[config.mk]
export PLATFORM = sky130hd
export DESIGN_NAME = cof_trace_qual
export DESIGN_NICKNAME = d
export VERILOG_FILES = /design/src/rtl/cof_pkg.sv /design/src/rtl/cof_classify.sv /design/src/rtl/cof_delay_pipe.sv /design/src/rtl/cof_trace_gate.sv /design/src/rtl/cof_trace_qual.sv
export SDC_FILE = /design/constraint.sdc
export NUM_CORES = 1
export LEC_CHECK = 0
export ABC_CLOCK_PERIOD_IN_PS = 1100
export BUFFER_PORTS_ARGS = -buffer_cell sky130_fd_sc_hd__buf_2
export CORE_MARGIN = 2
export CORE_UTILIZATION = 41
export DETAILED_ROUTE_END_ITERATION = 8
export HOLD_SLACK_MARGIN = 0.02
export PLACE_DENSITY_LB_ADDON = 0.25
export SLEW_MARGIN = 20
export SYNTH_ARGS = -nofsm -noshare
export SYNTH_HDL_FRONTEND = slang
export SYNTH_HIERARCHICAL = 1
export SYNTH_SLANG_ARGS = --single-unit
[constraint.sdc]
create_clock -name clk -period 1.1 [get_ports clk]
set_clock_uncertainty 0.05 [all_clocks]
set_input_delay 0.055 -clock clk [delete_from_list [all_inputs] [get_ports clk]]
set_output_delay 0.055 -clock clk [all_outputs]
set_load 0.01 [all_outputs]
[src/rtl/cof_pkg.sv]
package cof_pkg;

  typedef enum logic [3:0] {
    CLS_NONE    = 4'd0,
    CLS_BCOND   = 4'd1,
    CLS_BRA     = 4'd2,
    CLS_BRN     = 4'd3,
    CLS_JMP_DIR = 4'd4,
    CLS_JSR_DIR = 4'd5,
    CLS_JMP_IND = 4'd6,
    CLS_JSR_IND = 4'd7,
    CLS_IRQ     = 4'd8,
    CLS_RTI     = 4'd9,
    CLS_RTS     = 4'd10
  } cls_e;

  typedef enum logic [1:0] {
    PICK_NONE = 2'd0,
    PICK_SRC  = 2'd1,
    PICK_DST  = 2'd2
  } pick_e;

  // Which address, if any, a completed instruction contributes to the trace.
  function automatic pick_e cof_pick(input logic [3:0] cls, input logic taken);
    pick_e p;
    case (cls)
      CLS_BCOND:                          p = taken ? PICK_SRC : PICK_NONE;
      CLS_JMP_IND, CLS_JSR_IND,
      CLS_IRQ, CLS_RTI, CLS_RTS:          p = PICK_DST;
      default:                            p = PICK_NONE;
    endcase
    return p;
  endfunction

endpackage

[src/rtl/cof_classify.sv]
module cof_classify
  import cof_pkg::*;
#(
  parameter int AW = 16
) (
  input  logic [3:0]    cls,
  input  logic          taken,
  input  logic [AW-1:0] src,
  input  logic [AW-1:0] dst,
  output logic          sel_vld,
  output logic [AW-1:0] sel_addr
);

  pick_e pick;

  always_comb begin
    pick     = cof_pick(cls, taken);
    sel_vld  = (pick != PICK_NONE);
    sel_addr = (pick == PICK_SRC) ? src : dst;
  end

  // unconditional branch kinds never select an address
  always_comb begin
    if (cls == CLS_BRA || cls == CLS_BRN || cls == CLS_JMP_DIR || cls == CLS_JSR_DIR)
      a_r2_no_pick_uncond: assert (!sel_vld);
  end

endmodule

[src/rtl/cof_delay_pipe.sv]
module cof_delay_pipe #(
  parameter int AW     = 16,
  parameter int STAGES = 2
) (
  input  logic          clk,
  input  logic          rst_n,
  input  logic          in_vld,
  input  logic [AW-1:0] in_addr,
  output logic          out_vld,
  output logic [AW-1:0] out_addr
);

  logic [STAGES-1:0] stg_vld;
  logic [AW-1:0]     stg_addr [STAGES];

  for (genvar g = 0; g < STAGES; g++) begin : g_stage
    logic          nxt_vld;
    logic [AW-1:0] nxt_addr;
    if (g == 0) begin : g_head
      assign nxt_vld  = in_vld;
      assign nxt_addr = in_addr;
    end else begin : g_body
      assign nxt_vld  = stg_vld[g-1];
      assign nxt_addr = stg_addr[g-1];

      // each stage hands its entry on unchanged one cycle later
      a_r5_stage_shift: assert property (@(posedge clk) disable iff (!rst_n)
        stg_vld[g-1] |=> (stg_vld[g] && stg_addr[g] == $past(stg_addr[g-1])));
    end

    always_ff @(posedge clk or negedge rst_n) begin
      if (!rst_n) begin
        stg_vld[g]  <= 1'b0;
        stg_addr[g] <= '0;
      end else begin
        stg_vld[g]  <= nxt_vld;
        stg_addr[g] <= nxt_addr;
      end
    end
  end

  assign out_vld  = stg_vld[STAGES-1];
  assign out_addr = stg_addr[STAGES-1];

endmodule

[src/rtl/cof_trace_gate.sv]
module cof_trace_gate #(
  parameter int STAGES = 2
) (
  input  logic clk,
  input  logic rst_n,
  input  logic trig,
  input  logic mode_end,
  input  logic fifo_full,
  output logic cap_en,
  output logic out_en
);

  localparam int CW = $clog2(STAGES + 1);
  localparam logic [CW-1:0] BLANK = CW'(STAGES);

  logic          triggered;
  logic [CW-1:0] blank_cnt;
  logic          stopped;
  logic          first_trig;

  assign first_trig = trig && !triggered;

  always_ff @(posedge clk or negedge rst_n) begin
    if (!rst_n) begin
      triggered <= 1'b0;
      blank_cnt <= '0;
      stopped   <= 1'b0;
    end else begin
      if (first_trig) triggered <= 1'b1;
      if (first_trig)            blank_cnt <= BLANK;
      else if (blank_cnt != '0)  blank_cnt <= blank_cnt - 1'b1;
      if (fifo_full) stopped <= 1'b1;
    end
  end

  // End mode: open until the trigger cycle inclusive.
  // Begin mode: open once the blind window after the trigger has elapsed.
  assign cap_en = mode_end ? !triggered : (triggered && blank_cnt == '0);
  assign out_en = !stopped && !fifo_full;

  // the cycle right after a begin trigger is blind
  a_r6_begin_blind: assert property (@(posedge clk) disable iff (!rst_n)
    (!mode_end && first_trig) |=> !cap_en);

  // after an end trigger nothing more is captured
  a_r7_end_closed: assert property (@(posedge clk) disable iff (!rst_n)
    (mode_end && triggered) |=> !cap_en);

  // a full indication halts output for good
  a_r8_stop_sticky: assert property (@(posedge clk) disable iff (!rst_n)
    fifo_full |=> !out_en);

endmodule

[src/rtl/cof_trace_qual.sv]
module cof_trace_qual #(
  parameter int AW          = 16,
  parameter int PIPE_STAGES = 2
) (
  input  logic          clk,
  input  logic          rst_n,
  input  logic [3:0]    instr_class,
  input  logic          br_taken,
  input  logic [AW-1:0] src_addr,
  input  logic [AW-1:0] dst_addr,
  input  logic          trig,
  input  logic          trace_mode_end,
  input  logic          fifo_full,
  output logic          push,
  output logic [AW-1:0] push_addr
);

  logic          sel_vld;
  logic [AW-1:0] sel_addr;
  logic          cap_en;
  logic          out_en;
  logic          pipe_out_vld;
  logic [AW-1:0] pipe_out_addr;

  cof_classify #(.AW(AW)) u_classify (
    .cls      (instr_class),
    .taken    (br_taken),
    .src      (src_addr),
    .dst      (dst_addr),
    .sel_vld  (sel_vld),
    .sel_addr (sel_addr)
  );

  cof_trace_gate #(.STAGES(PIPE_STAGES)) u_gate (
    .clk       (clk),
    .rst_n     (rst_n),
    .trig      (trig),
    .mode_end  (trace_mode_end),
    .fifo_full (fifo_full),
    .cap_en    (cap_en),
    .out_en    (out_en)
  );

  cof_delay_pipe #(.AW(AW), .STAGES(PIPE_STAGES)) u_pipe (
    .clk      (clk),
    .rst_n    (rst_n),
    .in_vld   (sel_vld && cap_en),
    .in_addr  (sel_addr),
    .out_vld  (pipe_out_vld),
    .out_addr (pipe_out_addr)
  );

  assign push      = pipe_out_vld && out_en;
  assign push_addr = pipe_out_addr;

  // no write strobe while the FIFO reports full
  a_r8_no_push_full: assert property (@(posedge clk) disable iff (!rst_n)
    fifo_full |-> !push);

  // a taken conditional branch offers its source address to the pipeline
  a_r1_bcond_src: assert property (@(posedge clk) disable iff (!rst_n)
    (instr_class == 4'd1 && br_taken) |-> (sel_vld && sel_addr == src_addr));

endmodule

==> results of run 1 <==
registers in the layout, summed over array words and instances, names as in the netlist:
signal                   flops
u_gate/blank_cnt             2
u_gate/stopped               1
u_gate/triggered             1
u_pipe/g_stage.nxt_addr     16
u_pipe/g_stage.nxt_vld       1
u_pipe/out_addr             16
u_pipe/out_vld               1
worst paths after layout:
| kind | from | end | cells after the start |
|---|---|---|---|
| hold / removal | fifo_full | u_gate/stopped | 2 |
| setup / recovery | u_gate/stopped | push | 4 |
| max in group asynchronous | rst_n | u_pipe/out_addr[2] | 3 |
| min in group asynchronous | rst_n | u_pipe/out_addr[4] | 2 |
| hold reg to reg | u_pipe/g_stage[1].nxt_vld | u_pipe/out_vld | 0 |
| setup reg to reg | u_gate/blank_cnt[1] | u_gate/blank_cnt[1] | 4 |
through the flow:
| stage | hold WS (ns) | TNS [ns] | instance area, µm² |
|---|---|---|---|
| finish | -0.119 | -0.203 | 2160 |
| floorplan | -0.291 | -0.860 | 1300 |
| detailed placement | -0.0474 | -1.67 | 1710 |
| global placement | -0.0605 | -1.39 | 1710 |
| CTS | -0.123 | -0.224 | 2150 |
| global route | -0.122 | -0.328 | 2160 |
power groups by stage:
stage | clock network (mW) | registers [mW] | logic (mW)
detailed placement | 0 | 1.58 | 0.473
finish | 0.926 | 1.56 | 0.723
floorplan | 0 | 1.59 | 0.215
global route | 1.02 | 1.57 | 0.791
global placement | 0 | 1.57 | 0.436
CTS | 0.947 | 1.56 | 0.624
cell usage in the layout (no fill, tap or decap):
cell            n
buf_2          58
dfrtp_1        38
dlygate4sd3_1  35
mux2_2         16
clkbuf_4        5
buf_4           5
nand2_1         3
inv_1           3
and2_1          2
a21oi_1         2
buf_12          2
inv_2           2
or2_1           2
bufinv_16       1
clkbuf_1        1
clkinvlp_4      1
nor4_4          1
a2bb2oi_1       1
o22ai_1         1
mux2i_1         1
xor2_1          1
nand2b_1        1
nand2b_4        1
a22o_1          1
ha_4            1
routing by layer:
| layer | global-route usage [%] | routed length, µm |
|---|---|---|
| met4 | 8.89 | 103 |
| met2 | 35.4 | 1660 |
| met3 | 6.93 | 157 |
| met5 | 0 | 0 |
| met1 | 18.8 | 1070 |
repair_timing:
item,CTS,global route
pin swaps,1,0
gates resized for setup,3,2
endpoints found under the hold margin,59,1
setup endpoints to repair,2,3
cell families after synthesis:
group | share of synthesized area [%]
AOI/OAI and AO/OA | 2.61
xor gates and xnor gates | 0.676
adders and majority gates | 0.965
buffers and inverters | 2.32
DFF | 73.4
muxes | 14.7
and+or+nand+nor | 5.40
cell type report:
type                    instances  area share [%]
repair buffers                100            33.3
multi-input cells              34            15.5
clock buffers                   6            1.91
clock inverters                 2            1.74
inverters                       5           0.870
flip-flops and latches         38            44.1
well taps                      44            2.55
==> out/results.ini, run 1 <==
[status]
status = complete, but fails checks
violations = negative hold slack, negative setup slack

[power_and_ir_drop]
p_total_mw = 3.21
ir_drop_mv = 1.05
power_frac_seq_pct = 48.6
switching_power_mw = 0.782
p_per_area_nw_per_um2 = 1490
p_sw_share_pct = 24.4
leakagePower_nw = 1.05
intPower_mw = 2.42
pwr-share-clk_pct = 28.9
comb_power_share_pct = 22.5

[detailed_routing]
routedWlPerCell_um = 13.0
vias = 969
wl_um = 2990
dr.pass1.iters = 3
vias_per_cell = 4.23
drt_iter0_drc = 30
antenna_left = 0
drc = 0

[timing]
finalWorstSetupSlack_ns = -0.203
slew-limit-headroom_pct = 74.1
hold_viol = 1
holdWs_ns = -0.119
period_needed_ns = 1.30
timing.final.crit_share_pct = 118
rsz0062_at_grt = true
final_max_slew_viol_count = 0
timing.fmax_mhz = 767
worst_slew_pin_slew_ns = 0.388
finalSetupViolations = 1

[finish]
finalNonFillerCells = 229
multiInputGateArea_um2 = 335
regArea_um2 = 951
utilization_pct = 71.2
drive_gt1_share_pct = 50.3
syn2layout_area_growth_pct = 66.4
finalNetCount = 227
fillers = 209
antenna_cells = 0

[place]
place.gp.congestion = 0.712
dp_hpwl_um = 1770
dp.cells = 186
place_ws_ns = -0.115
io_buffers = 58

[die]
core_um2 = 3030
dieArea_um2 = 3630
die_y_um = 60.2
core.rowCount = 20
die_width_um = 60.2
io_pins = 59
initial_utilization_pct = 42.8

[clock_network]
path_clk_slew_ns = 0.11
numCtsBuffers = 5
root_buffer = clkbuf_4
cts_setup_buffers = 0
cts_buffer_depth = 2
htreeDepth = 2
holdBufCountCts = 35
clock_latency_ns = 0.34
cts.sinks = 38
cts_tree = done

[grt]
grt_pass1_vias = 1065
grt_usage_pct = 19.2
grt_overflow = 0
grt_max_degree = 24
antenna_found_initial = 0
grt_pass1_wl_um = 4730

[worst_setup_path]
crit_arrival_ns = 1.20
critPathLaunchType = register
worst-path-buf-inv = 2
cpPeakStageDelay_ns = 0.37
crit_slowest_cell = dfrtp_1
cp.required_ns = 1.00
endpoint_kind = output pin
critPathTopFamily = flip-flops
cp_cell_sequence = or2_1 > inv_1 > and2_1 > buf_2
critPathMaxFanout = 2
ff2ff_setup_slack_ns = 0.01
crit_type = reg -> out

[yosys]
syn-instance-count = 78
synth_ff_type = dfrtp_1
yosys_warnings = 6
synth_area_um2 = 1300
yosys.area.top_type = dfrtp_1
synth.most_common_cell = dfrtp_1
ys_types = 16
synth_area_per_cell_um2 = 16.6
synth-edff-count = 0
synth_seq_cells = 38
synthTopCellsByArea = dfrtp_1, mux2_2, nor4_4
synth_nets = 121
synth_top_area_share_pct = 73.4
synth_commonest_cells = dfrtp_1, mux2_2, inv_1
ys_seq_area_share_pct = 73.4
async_flop_share_pct = 100

[hold_path]
min_path_type = in -> reg

[job]
maxCapViolations = 0

No activity file was read; power rests on OpenSTA's default activity.
==> inputs of run 2 (changes only) <==
Settings changed: ABC_AREA set to 1, CORE_UTILIZATION 41 to 42.
==> out/results.ini, run 2 <==
[status]
status = complete, but fails checks
violations = negative hold slack, negative setup slack

[yosys]
synth_area_per_cell_um2 = 10.9  ; -34%
syn-instance-count = 129  ; +65%
synth_commonest_cells = nand2_1, dfrtp_1, nand4_1
yosys.area.top_type = dfrtp_1
ys_seq_area_share_pct = 67.5  ; -5.9 points
synthTopCellsByArea = dfrtp_1, nand2_1, nand4_1
synth.most_common_cell = nand2_1
synth_ff_type = dfrtp_1
async_flop_share_pct = 100  ; unchanged
synth_top_area_share_pct = 67.5  ; -5.9 points
ys_types = 17  ; +1
synth_nets = 172  ; +42%
synth_seq_cells = 38  ; unchanged
synth-edff-count = 0  ; unchanged
yosys_warnings = 6  ; unchanged
synth_area_um2 = 1410  ; +8.7%

[detailed_routing]
routedWlPerCell_um = 11.7  ; -10%
antenna_left = 0  ; unchanged
drc = 0  ; unchanged
vias = 1213  ; +25%
dr.pass1.iters = 4  ; +1
wl_um = 3230  ; +8.1%
vias_per_cell = 4.41  ; +4.2%
drt_iter0_drc = 59  ; +97%

[finish]
finalNetCount = 271  ; +19%
utilization_pct = 66.3  ; -5.0 points
design_area_um2 = 2180  ; +0.93%
layout_common_cells = buf_2, nand2_1, dfrtp_1
syn2layout_area_growth_pct = 54.5
drive_gt1_share_pct = 34.9  ; -15 points
final_common_cell = buf_2
antenna_cells = 0  ; unchanged

[timing]
final_max_slew_viol_count = 0  ; unchanged
timing.fmax_mhz = 884  ; +15%
worst_slew_pin_slew_ns = 0.444  ; +0.0554 ns
slew-limit-headroom_pct = 70.4  ; -3.7 points
holdWs_ns = -0.130  ; -0.0108 ns
rsz0062_at_grt = true
timing.final.crit_share_pct = 103  ; -16 points
setup_tns_ns = -0.0317  ; +0.171 ns
finalWorstSetupSlack_ns = -0.0317  ; +0.171 ns
period_needed_ns = 1.13  ; -0.171 ns
hold_viol = 1  ; unchanged
finalSetupViolations = 1  ; unchanged

[worst_setup_path]
critPathMaxFanout = 2  ; unchanged
endpoint_kind = output pin
cp.required_ns = 1.00  ; about the same
crit_arrival_ns = 1.03  ; -0.17 ns
critPathLaunchType = register
crit_type = reg -> out

[die]
io_pins = 59  ; unchanged
die_width_um = 61.9  ; +2.8%
initial_utilization_pct = 42.9  ; +0.085 points
core_um2 = 3280  ; +8.5%
core.rowCount = 21  ; +5.0%
dieArea_um2 = 3830  ; +5.7%
die_y_um = 61.9  ; +2.8%

[power_and_ir_drop]
p_per_area_nw_per_um2 = 1170  ; -21%
p_total_mw = 2.55  ; -20%
leakagePower_nw = 1.15  ; +10%
ir_drop_mv = 0.516  ; -51%

[grt]
grt_pass1_wl_um = 4750  ; +0.44%
grt_usage_pct = 17.7  ; -1.5 points
grt_overflow = 0  ; unchanged
grt_max_degree = 39  ; +63%
grt_pass1_vias = 1096  ; +2.9%
antenna_found_initial = 0  ; unchanged

[clock_network]
path_clk_slew_ns = 0.09  ; -0.02 ns
cts.sinks = 38  ; unchanged
cts_buffer_depth = 2  ; unchanged
clock_latency_ns = 0.32  ; -0.02 ns
numCtsBuffers = 5  ; unchanged
cts_tree = done
holdBufCountCts = 35  ; unchanged
htreeDepth = 2  ; unchanged
root_buffer = clkbuf_4

[place]
dp_hpwl_um = 1960  ; +11%
io_buffers = 58  ; unchanged
dpl-instance-area_um2 = 1750  ; +2.2%
place.gp.congestion = 0.783  ; +9.9%

[job]
maxCapViolations = 0  ; unchanged

[hold_path]
min_path_type = in -> reg

run 2: path summary, 6_finish.rpt:
kind / start / endpoint / slack [ns] / cells after the start
worst max-delay path: u_gate/stopped / push / -0.03 / 4
worst min-delay path: fifo_full / u_gate/stopped / -0.13 / 3
worst max register to register: u_gate/blank_cnt[1] / u_gate/blank_cnt[1] / 0.05 / 4
worst min register to register: u_pipe/g_stage[1].nxt_addr[2] / u_pipe/out_addr[2] / 0.31 / 0
max in group asynchronous: rst_n / u_pipe/g_stage[1].nxt_vld / 0.44 / 3
min in group asynchronous: rst_n / u_pipe/out_addr[9] / 0.24 / 3
run 2: cell families after synthesis:
| family | Yosys count | synth area share, % |
|---|---|---|
| simple gates | 72 | 25.1 |
| fa+ha+maj | 1 | 0.888 |
| compound gates | 1 | 0.355 |
| buf+inv | 17 | 6.13 |
| flops | 38 | 67.5 |
run 2: cell type report:
| type | count | area [µm²] |
|---|---|---|
| fillers | 267 | 1110 |
| flip-flops and latches | 38 | 951 |
| clock inverters | 1 | 5.00 |
| multi-input cells | 74 | 387 |
| inverters | 12 | 45.0 |
| repair buffers | 97 | 677 |
| well taps | 46 | 57.6 |
| clock buffers | 7 | 55.1 |
run 2: critical path: stages, from the launching register on:
cell and delay, ns:
dfrtp_1 0.38, nor2_2 0.11, nand2_1 0.07, inv_2 0.05
buf_6 0.09
run 2: per-layer routing:
metal	part of all wire, %	GRT usage, %	vias up
li1	-	-	607
met1	39	21.7	548
met2	54	28.6	51
met3	6.1	4.76	7
met4	1.6	9.73	0
met5	0	0	-
run 2: repair_timing:
action | in CTS | in global routing
resized for setup | 2 | 6
cloned | 0 | 0
endpoints found under the hold margin | 59 | 1
pin swaps | 1 | 2
setup buffers | 0 | 0
endpoints found under the setup margin | 2 | 3
run 2: through the flow:
step / worst slack (ns) / cells
final: -0.0317 / 275
after floorplan: 0.0897 / 129
after global routing: -0.143 / 275
after CTS: -0.0763 / 275
after global placement: 0.0588 / 232
after detailed placement: 0.0165 / 232
run 2: power breakdown:
group,switching (mW),total (mW),internal (mW),leakage (nW)
logic,0.168,0.360,0.192,0.674
clock network,0.394,0.704,0.310,0.0353
registers,0.0187,1.49,1.47,0.446
